## src/rtl/mbx_pkg.sv

```systemverilog
package mbx_pkg;

    localparam int WORD_W  = 32;
    localparam int BYTES   = WORD_W / 8;
    localparam int HALF_W  = WORD_W / 2;
    localparam int KIND_W  = 4;
    localparam int DATA_W  = HALF_W - KIND_W - 2;

    // One directional half of a mailbox word, doorbell in the lowest bit
    typedef struct packed {
        logic [DATA_W-1:0] data;
        logic [KIND_W-1:0] kind;
        logic              origin;
        logic              bell;
    } half_t;

    typedef struct packed {
        logic              sys;
        logic [KIND_W-1:0] kind;
        logic [DATA_W-1:0] data;
    } msg_t;

    function automatic msg_t decode_half(input logic [HALF_W-1:0] raw);
        half_t h;
        msg_t  m;
        h      = half_t'(raw);
        m.sys  = h.bell & h.origin;
        m.kind = h.kind;
        m.data = h.data;
        return m;
    endfunction

    // Byte-lane merge: host lanes override guest lanes
    function automatic logic [WORD_W-1:0] merge_word(
        input logic [WORD_W-1:0] old_w,
        input logic [BYTES-1:0]  host_en,
        input logic [WORD_W-1:0] host_d,
        input logic [BYTES-1:0]  guest_en,
        input logic [WORD_W-1:0] guest_d
    );
        logic [WORD_W-1:0] r;
        r = old_w;
        for (int b = 0; b < BYTES; b++) begin
            if (host_en[b])
                r[b*8 +: 8] = host_d[b*8 +: 8];
            else if (guest_en[b])
                r[b*8 +: 8] = guest_d[b*8 +: 8];
        end
        return r;
    endfunction

endpackage

```

## src/rtl/mbx_slot.sv

```systemverilog
module mbx_slot
    import mbx_pkg::*;
#(
    parameter bit SPLIT = 1'b0
) (
    input  logic              clk,
    input  logic              rst,
    input  logic              pf_we,
    input  logic [BYTES-1:0]  pf_be,
    input  logic [WORD_W-1:0] pf_wdata,
    input  logic              pf_dir,
    input  logic              vf_we,
    input  logic [BYTES-1:0]  vf_be,
    input  logic [WORD_W-1:0] vf_wdata,
    input  logic              vf_dir,
    output logic [WORD_W-1:0] pf_view,
    output logic [WORD_W-1:0] vf_view,
    output logic [HALF_W-1:0] p2v_half,
    output logic [HALF_W-1:0] v2p_half
);

    generate
        if (SPLIT) begin : g_split
            logic [WORD_W-1:0] to_vf_q;
            logic [WORD_W-1:0] to_pf_q;
            logic [BYTES-1:0]  pf_en_tv, pf_en_tp, vf_en_tv, vf_en_tp;
            logic [HALF_W-1:0] upper_unused;

            assign pf_en_tv = (pf_we && !pf_dir) ? pf_be : '0;
            assign pf_en_tp = (pf_we &&  pf_dir) ? pf_be : '0;
            assign vf_en_tv = (vf_we && !vf_dir) ? vf_be : '0;
            assign vf_en_tp = (vf_we &&  vf_dir) ? vf_be : '0;

            always_ff @(posedge clk) begin
                if (rst) begin
                    to_vf_q <= '0;
                    to_pf_q <= '0;
                end else begin
                    to_vf_q <= merge_word(to_vf_q, pf_en_tv, pf_wdata, vf_en_tv, vf_wdata);
                    to_pf_q <= merge_word(to_pf_q, pf_en_tp, pf_wdata, vf_en_tp, vf_wdata);
                end
            end

            assign pf_view      = pf_dir ? to_pf_q : to_vf_q;
            assign vf_view      = vf_dir ? to_pf_q : to_vf_q;
            assign p2v_half     = to_vf_q[HALF_W-1:0];
            assign v2p_half     = to_pf_q[HALF_W-1:0];
            assign upper_unused = to_vf_q[WORD_W-1:HALF_W] ^ to_pf_q[WORD_W-1:HALF_W];
        end else begin : g_shared
            logic [WORD_W-1:0] word_q;
            logic              dir_unused;

            always_ff @(posedge clk) begin
                if (rst)
                    word_q <= '0;
                else
                    word_q <= merge_word(word_q,
                                         pf_we ? pf_be : '0, pf_wdata,
                                         vf_we ? vf_be : '0, vf_wdata);
            end

            assign pf_view    = word_q;
            assign vf_view    = word_q;
            assign p2v_half   = word_q[HALF_W-1:0];
            assign v2p_half   = word_q[WORD_W-1:HALF_W];
            assign dir_unused = pf_dir ^ vf_dir;
        end
    endgenerate

endmodule

```

## src/rtl/mbx_pick.sv

```systemverilog
module mbx_pick #(
    parameter int N = 4,
    parameter int W = 2
) (
    input  logic [N-1:0] req,
    output logic [W-1:0] idx
);

    always_comb begin
        idx = '0;
        for (int i = N - 1; i >= 0; i--) begin
            if (req[i])
                idx = W'(i);
        end
    end

endmodule

```

## src/rtl/pfvf_mailbox.sv

```systemverilog
module pfvf_mailbox
    import mbx_pkg::*;
#(
    parameter int  NUM_VF = 4,
    parameter bit  SPLIT  = 1'b0,
    localparam int IDX_W  = (NUM_VF > 1) ? $clog2(NUM_VF) : 1
) (
    input  logic                       clk,
    input  logic                       rst,
    input  logic                       pf_wr,
    input  logic [IDX_W-1:0]           pf_addr,
    input  logic [3:0]                 pf_be,
    input  logic [31:0]                pf_wdata,
    input  logic                       pf_dir,
    output logic [31:0]                pf_rdata,
    output logic                       pf_irq,
    output logic [NUM_VF-1:0]          pf_pending,
    output logic [IDX_W-1:0]           pf_src_idx,
    output logic                       pf_msg_sys,
    output logic [3:0]                 pf_msg_type,
    output logic [9:0]                 pf_msg_data,
    input  logic [NUM_VF-1:0]          vf_wr,
    input  logic [NUM_VF*IDX_W-1:0]    vf_addr,
    input  logic [NUM_VF*4-1:0]        vf_be,
    input  logic [NUM_VF*32-1:0]       vf_wdata,
    input  logic [NUM_VF-1:0]          vf_dir,
    output logic [NUM_VF*32-1:0]       vf_rdata,
    output logic [NUM_VF-1:0]          vf_deny,
    output logic [NUM_VF-1:0]          vf_irq,
    output logic [NUM_VF-1:0]          vf_msg_sys,
    output logic [NUM_VF*4-1:0]        vf_msg_type,
    output logic [NUM_VF*10-1:0]       vf_msg_data
);

    logic [WORD_W-1:0] pf_view_a  [NUM_VF];
    logic [HALF_W-1:0] p2v_half_a [NUM_VF];
    logic [HALF_W-1:0] v2p_half_a [NUM_VF];

    generate
        for (genvar i = 0; i < NUM_VF; i++) begin : g_vf
            logic              own_hit;
            logic              pf_hit;
            logic [WORD_W-1:0] vf_view;
            msg_t              vf_msg;

            assign own_hit = (vf_addr[i*IDX_W +: IDX_W] == IDX_W'(i));
            assign pf_hit  = pf_wr && (pf_addr == IDX_W'(i));

            mbx_slot #(.SPLIT(SPLIT)) u_slot (
                .clk      (clk),
                .rst      (rst),
                .pf_we    (pf_hit),
                .pf_be    (pf_be),
                .pf_wdata (pf_wdata),
                .pf_dir   (pf_dir),
                .vf_we    (vf_wr[i] && own_hit),
                .vf_be    (vf_be[i*4 +: 4]),
                .vf_wdata (vf_wdata[i*32 +: 32]),
                .vf_dir   (vf_dir[i]),
                .pf_view  (pf_view_a[i]),
                .vf_view  (vf_view),
                .p2v_half (p2v_half_a[i]),
                .v2p_half (v2p_half_a[i])
            );

            assign vf_msg                  = decode_half(p2v_half_a[i]);
            assign vf_deny[i]              = !own_hit;
            assign vf_rdata[i*32 +: 32]    = own_hit ? vf_view : '0;
            assign vf_irq[i]               = p2v_half_a[i][0];
            assign pf_pending[i]           = v2p_half_a[i][0];
            assign vf_msg_sys[i]           = vf_msg.sys;
            assign vf_msg_type[i*4 +: 4]   = vf_msg.kind;
            assign vf_msg_data[i*10 +: 10] = vf_msg.data;
        end
    endgenerate

    // Host read mux and decode of the guest-to-host half at pf_addr
    logic [HALF_W-1:0] pf_sel_half;
    msg_t              pf_msg;

    always_comb begin
        pf_rdata    = '0;
        pf_sel_half = '0;
        for (int i = 0; i < NUM_VF; i++) begin
            if (pf_addr == IDX_W'(i)) begin
                pf_rdata    = pf_view_a[i];
                pf_sel_half = v2p_half_a[i];
            end
        end
    end

    assign pf_msg      = decode_half(pf_sel_half);
    assign pf_msg_sys  = pf_msg.sys;
    assign pf_msg_type = pf_msg.kind;
    assign pf_msg_data = pf_msg.data;
    assign pf_irq      = |pf_pending;

    mbx_pick #(.N(NUM_VF), .W(IDX_W)) u_pick (
        .req (pf_pending),
        .idx (pf_src_idx)
    );

endmodule

```

## config.mk

```make
export PLATFORM = sky130hd
export DESIGN_NAME = pfvf_mailbox
export DESIGN_NICKNAME = d
export VERILOG_FILES = /design/src/rtl/mbx_pkg.sv /design/src/rtl/mbx_slot.sv /design/src/rtl/mbx_pick.sv /design/src/rtl/pfvf_mailbox.sv
export SDC_FILE = /design/constraint.sdc
export NUM_CORES = 1
export LEC_CHECK = 0
export ABC_AREA = 1
export BUFFER_PORTS_ARGS = -buffer_cell sky130_fd_sc_hd__buf_2
export CORE_AREA = 2 2 175 177
export DETAILED_ROUTE_END_ITERATION = 8
export DIE_AREA = 0 0 177 179
export GPL_ROUTABILITY_DRIVEN = 0
export HOLD_SLACK_MARGIN = 0.12
export SLEW_MARGIN = 15
export SYNTH_ARGS = -nofsm -noshare
export SYNTH_HDL_FRONTEND = slang
export SYNTH_SLANG_ARGS = --single-unit
export TNS_END_PERCENT = 20
```

## constraint.sdc

```tcl
create_clock -name clk -period 1.8 [get_ports clk]
set_clock_uncertainty 0.15 [all_clocks]
set_input_delay 0.36 -clock clk [delete_from_list [all_inputs] [get_ports clk]]
set_output_delay 0.36 -clock clk [all_outputs]
set_load 0.01 [all_outputs]
```

==> reports/qor.yml <==
ys_seq_elements: 128
synth_compound_area_share_pct: 9.96
root_buffer: "clkbuf_16"
fmax_ghz: 0.524
crit_path_start_kind: "input port"
r2r_end: "g_vf[1].u_slot.pf_view[26]"
synthXorXnorAreaFrac_pct: 0
regToRegSetupSlack_ps: 400
tightest_slew_ps: 491
synth_top_family_by_area: "simple AND/OR/NAND/NOR gates"
synth_adder_area_share_pct: 0
ys_seq_area_share_pct: 27.5
hold_end: "g_vf[0].u_slot.pf_view[12]"
crit_path_end_kind: "output pin"
post-dp-hpwl_mm: 34.7
worstPathArrival_ps: 1400
portBuffers: 446
nets: 2364
critical-path-slowest-cell: "nor2_4"
ys_types: 23
p_int_mw: 6.57
cts_buffers: 17
muxShareOfSynthArea_pct: 0
wl_mm: 46.7
yosys.area_share.simple_pct: 38.4
final_cell_mix: "442 x buf_2, 377 x nand2_1, 316 x inv_1, 195 x nand3_1, 140 x nor2_1"
start_util_pct: 31.0
yosysWarnings: 0
powerDensity_nw_per_um2: 648
crit_type: "input port to output pin"
first_pass_iters: 6
finish.utilization_pct: 48.1
rr_worst_depth: 5
netlist_instances: 1617
path_cells: "buf_12 -> nor2_4 -> buf_4 -> buf_6 -> nand2_1 -> nand4_1 -> nand2_2 -> inv_1 -> buf_2"
hp-class: "input port to flip-flop"
p_sw_mw: 2.80
p_seq_share_pct: 33.1
overflow: 0
wl_per_cell_um: 18.1
syn_area_um2: 9320
drc_errors: 0
peakVddDrop_v: 0.000487
core_area_um2: 30000
finalHoldViolations: 0
clock_latency_ps: 420
setup_viol: 38
grt_start_max_net_pins: 105
grt_pass1_wl_mm: 66.7
cp.required_ps: 1290
avgSynthCellArea_um2: 5.76
viasPerCell: 4.95
dieWidth_um: 177
num_io_pins: 452
synth.area.top_cells: "dfxtp_1 27%, nand2_1 16%, inv_1 14%"
clock-sinks: 128
layout-drive-gt1-share_pct: 33.8
holdPathStages: 5
area_growth_pct: 55.1
track_usage_pct: 27.8
tritoncts: "done"
clk_pin_slew_ps: 70
failed_checks: "negative setup slack"
fill_cells: 3110
drt_iter0_drc: 1127
setup_ws_ps: -109
num_rows: 64
drv_slew: 0
pwr-share-comb_pct: 22.6
synth_top_cell_area_share_pct: 27.5
period_needed_ps: 1910
grt_pass1_vias: 11500
period_share_pct: 106
max_stage_delay_ps: 170
rr_startpoint: "g_vf[1].u_slot.pf_view[26]"
clkPwrFrac_pct: 44.3
syn_nets: 1819
layout_commonest_cell: "buf_2"
p_sw_share_pct: 29.9
ant_nets: 0
largest_register_ff_count: 128
maxSlewHeadroom_pct: 67.2
maxCapViolCount: 0
die-area_um2: 31700
hold_start: "pf_wdata[12]"
total_power_mw: 9.37
vias: 12700
cp_max_fo: 9
antenna_found_initial: 3
h-tree-depth: 4
rsz0062_at_grt: "true"
synth_top_cell_by_area: "dfxtp_1"
die_h_um: 179
status: "finished with violations"
cts_buffer_depth: 2
finalSetupTns_ps: -1110
p_leak_nw: 8.14
-- final cells by class --
type	instances	area, um2	share of cell area [%]
Sequential cell	128	2590	17.9
Multi-Input combinational cell	983	4720	32.7
Clock inverter	12	230	1.59
Clock buffer	19	453	3.13
Timing Repair Buffer	677	4600	31.8
Tap cell	396	495	3.43
Inverter	355	1350	9.36
Antenna cell	3	7.51	0.0519
-- cell families (layout without fill, tap and decap cells) --
group / Yosys count / in the layout
AND/OR/NAND/NOR: 811 / 811
buffers and inverters: 506 / 1063
AO/OA/AOI/OAI: 172 / 172
flip-flops: 128 / 128
other: 0 / 3
-- through the flow --
step	hold slack, ps	cells	worst slack, ps	instance area (um2)
detailed placement	319	2416	-170	12200
global placement	305	2416	-155	12200
CTS	122	2557	-141	14200
floorplan	294	1617	-27.4	9370
global route	139	2572	-194	14500
finish	118	2573	-109	14500
-- worst max path at each step --
stage / cells past startpoint / endpoint / slack (ps) / from
floorplan: 7 / pf_rdata[21] / -30 / pf_addr[0]
global placement: 6 / pf_rdata[8] / -160 / pf_addr[0]
detailed placement: 8 / pf_rdata[26] / -170 / pf_addr[1]
CTS: 8 / pf_msg_sys / -140 / g_vf[0].u_slot.pf_view[16]
global route: 8 / pf_msg_sys / -190 / g_vf[0].u_slot.pf_view[16]
finish: 9 / pf_msg_sys / -110 / pf_addr[0]
-- power by group through the flow --
| stage | Clock, mW | Sequential [mW] | Combinational, mW |
|---|---|---|---|
| floorplan | 0 | 3.10 | 0.987 |
| global placement | 0 | 3.15 | 1.77 |
| detailed placement | 0 | 3.15 | 1.78 |
| CTS | 4.18 | 3.09 | 2.04 |
| global route | 4.27 | 3.11 | 2.29 |
| finish | 4.15 | 3.10 | 2.12 |
-- critical path: cells and delay by family --
family / cells / cell delay (ps)
buffers and inverters: 5 / 590
AND/OR/NAND/NOR: 4 / 440
-- synth_stat cells --
library cell,n
a21oi_1,123
buf_1,3
buf_2,33
buf_4,81
buf_6,1
clkbuf_1,33
dfxtp_1,128
inv_1,344
inv_2,11
nand2_1,392
nand2_2,6
nand3_1,196
nand3_2,4
nand3_4,4
nand4_1,57
nand4_2,4
nor2_1,143
nor2_2,3
nor2_4,1
nor3_1,1
o2111ai_1,12
o21ai_0,19
o22ai_1,18
-- per-layer routing --
layer  vias to the layer above  share of wire, %  global-route usage (%)
met3                        77               7.5                    3.71
met1                      5950                41                    35.4
met2                       686                49                    48.1
li1                       6036                 -                       -
met5                         -                 0                       0
met4                         0               2.5                    9.68
-- repair_timing --
item | CTS | global route
cloned | 4 | 1
resized for setup | 75 | 55
hold buffers | 93 | 0
endpoints found under the setup margin | 51 | 62
setup buffers | 13 | 13
pin swaps | 13 | 14
endpoints found under the hold margin | 72 | 0
(Power assumes the default switching activity.)
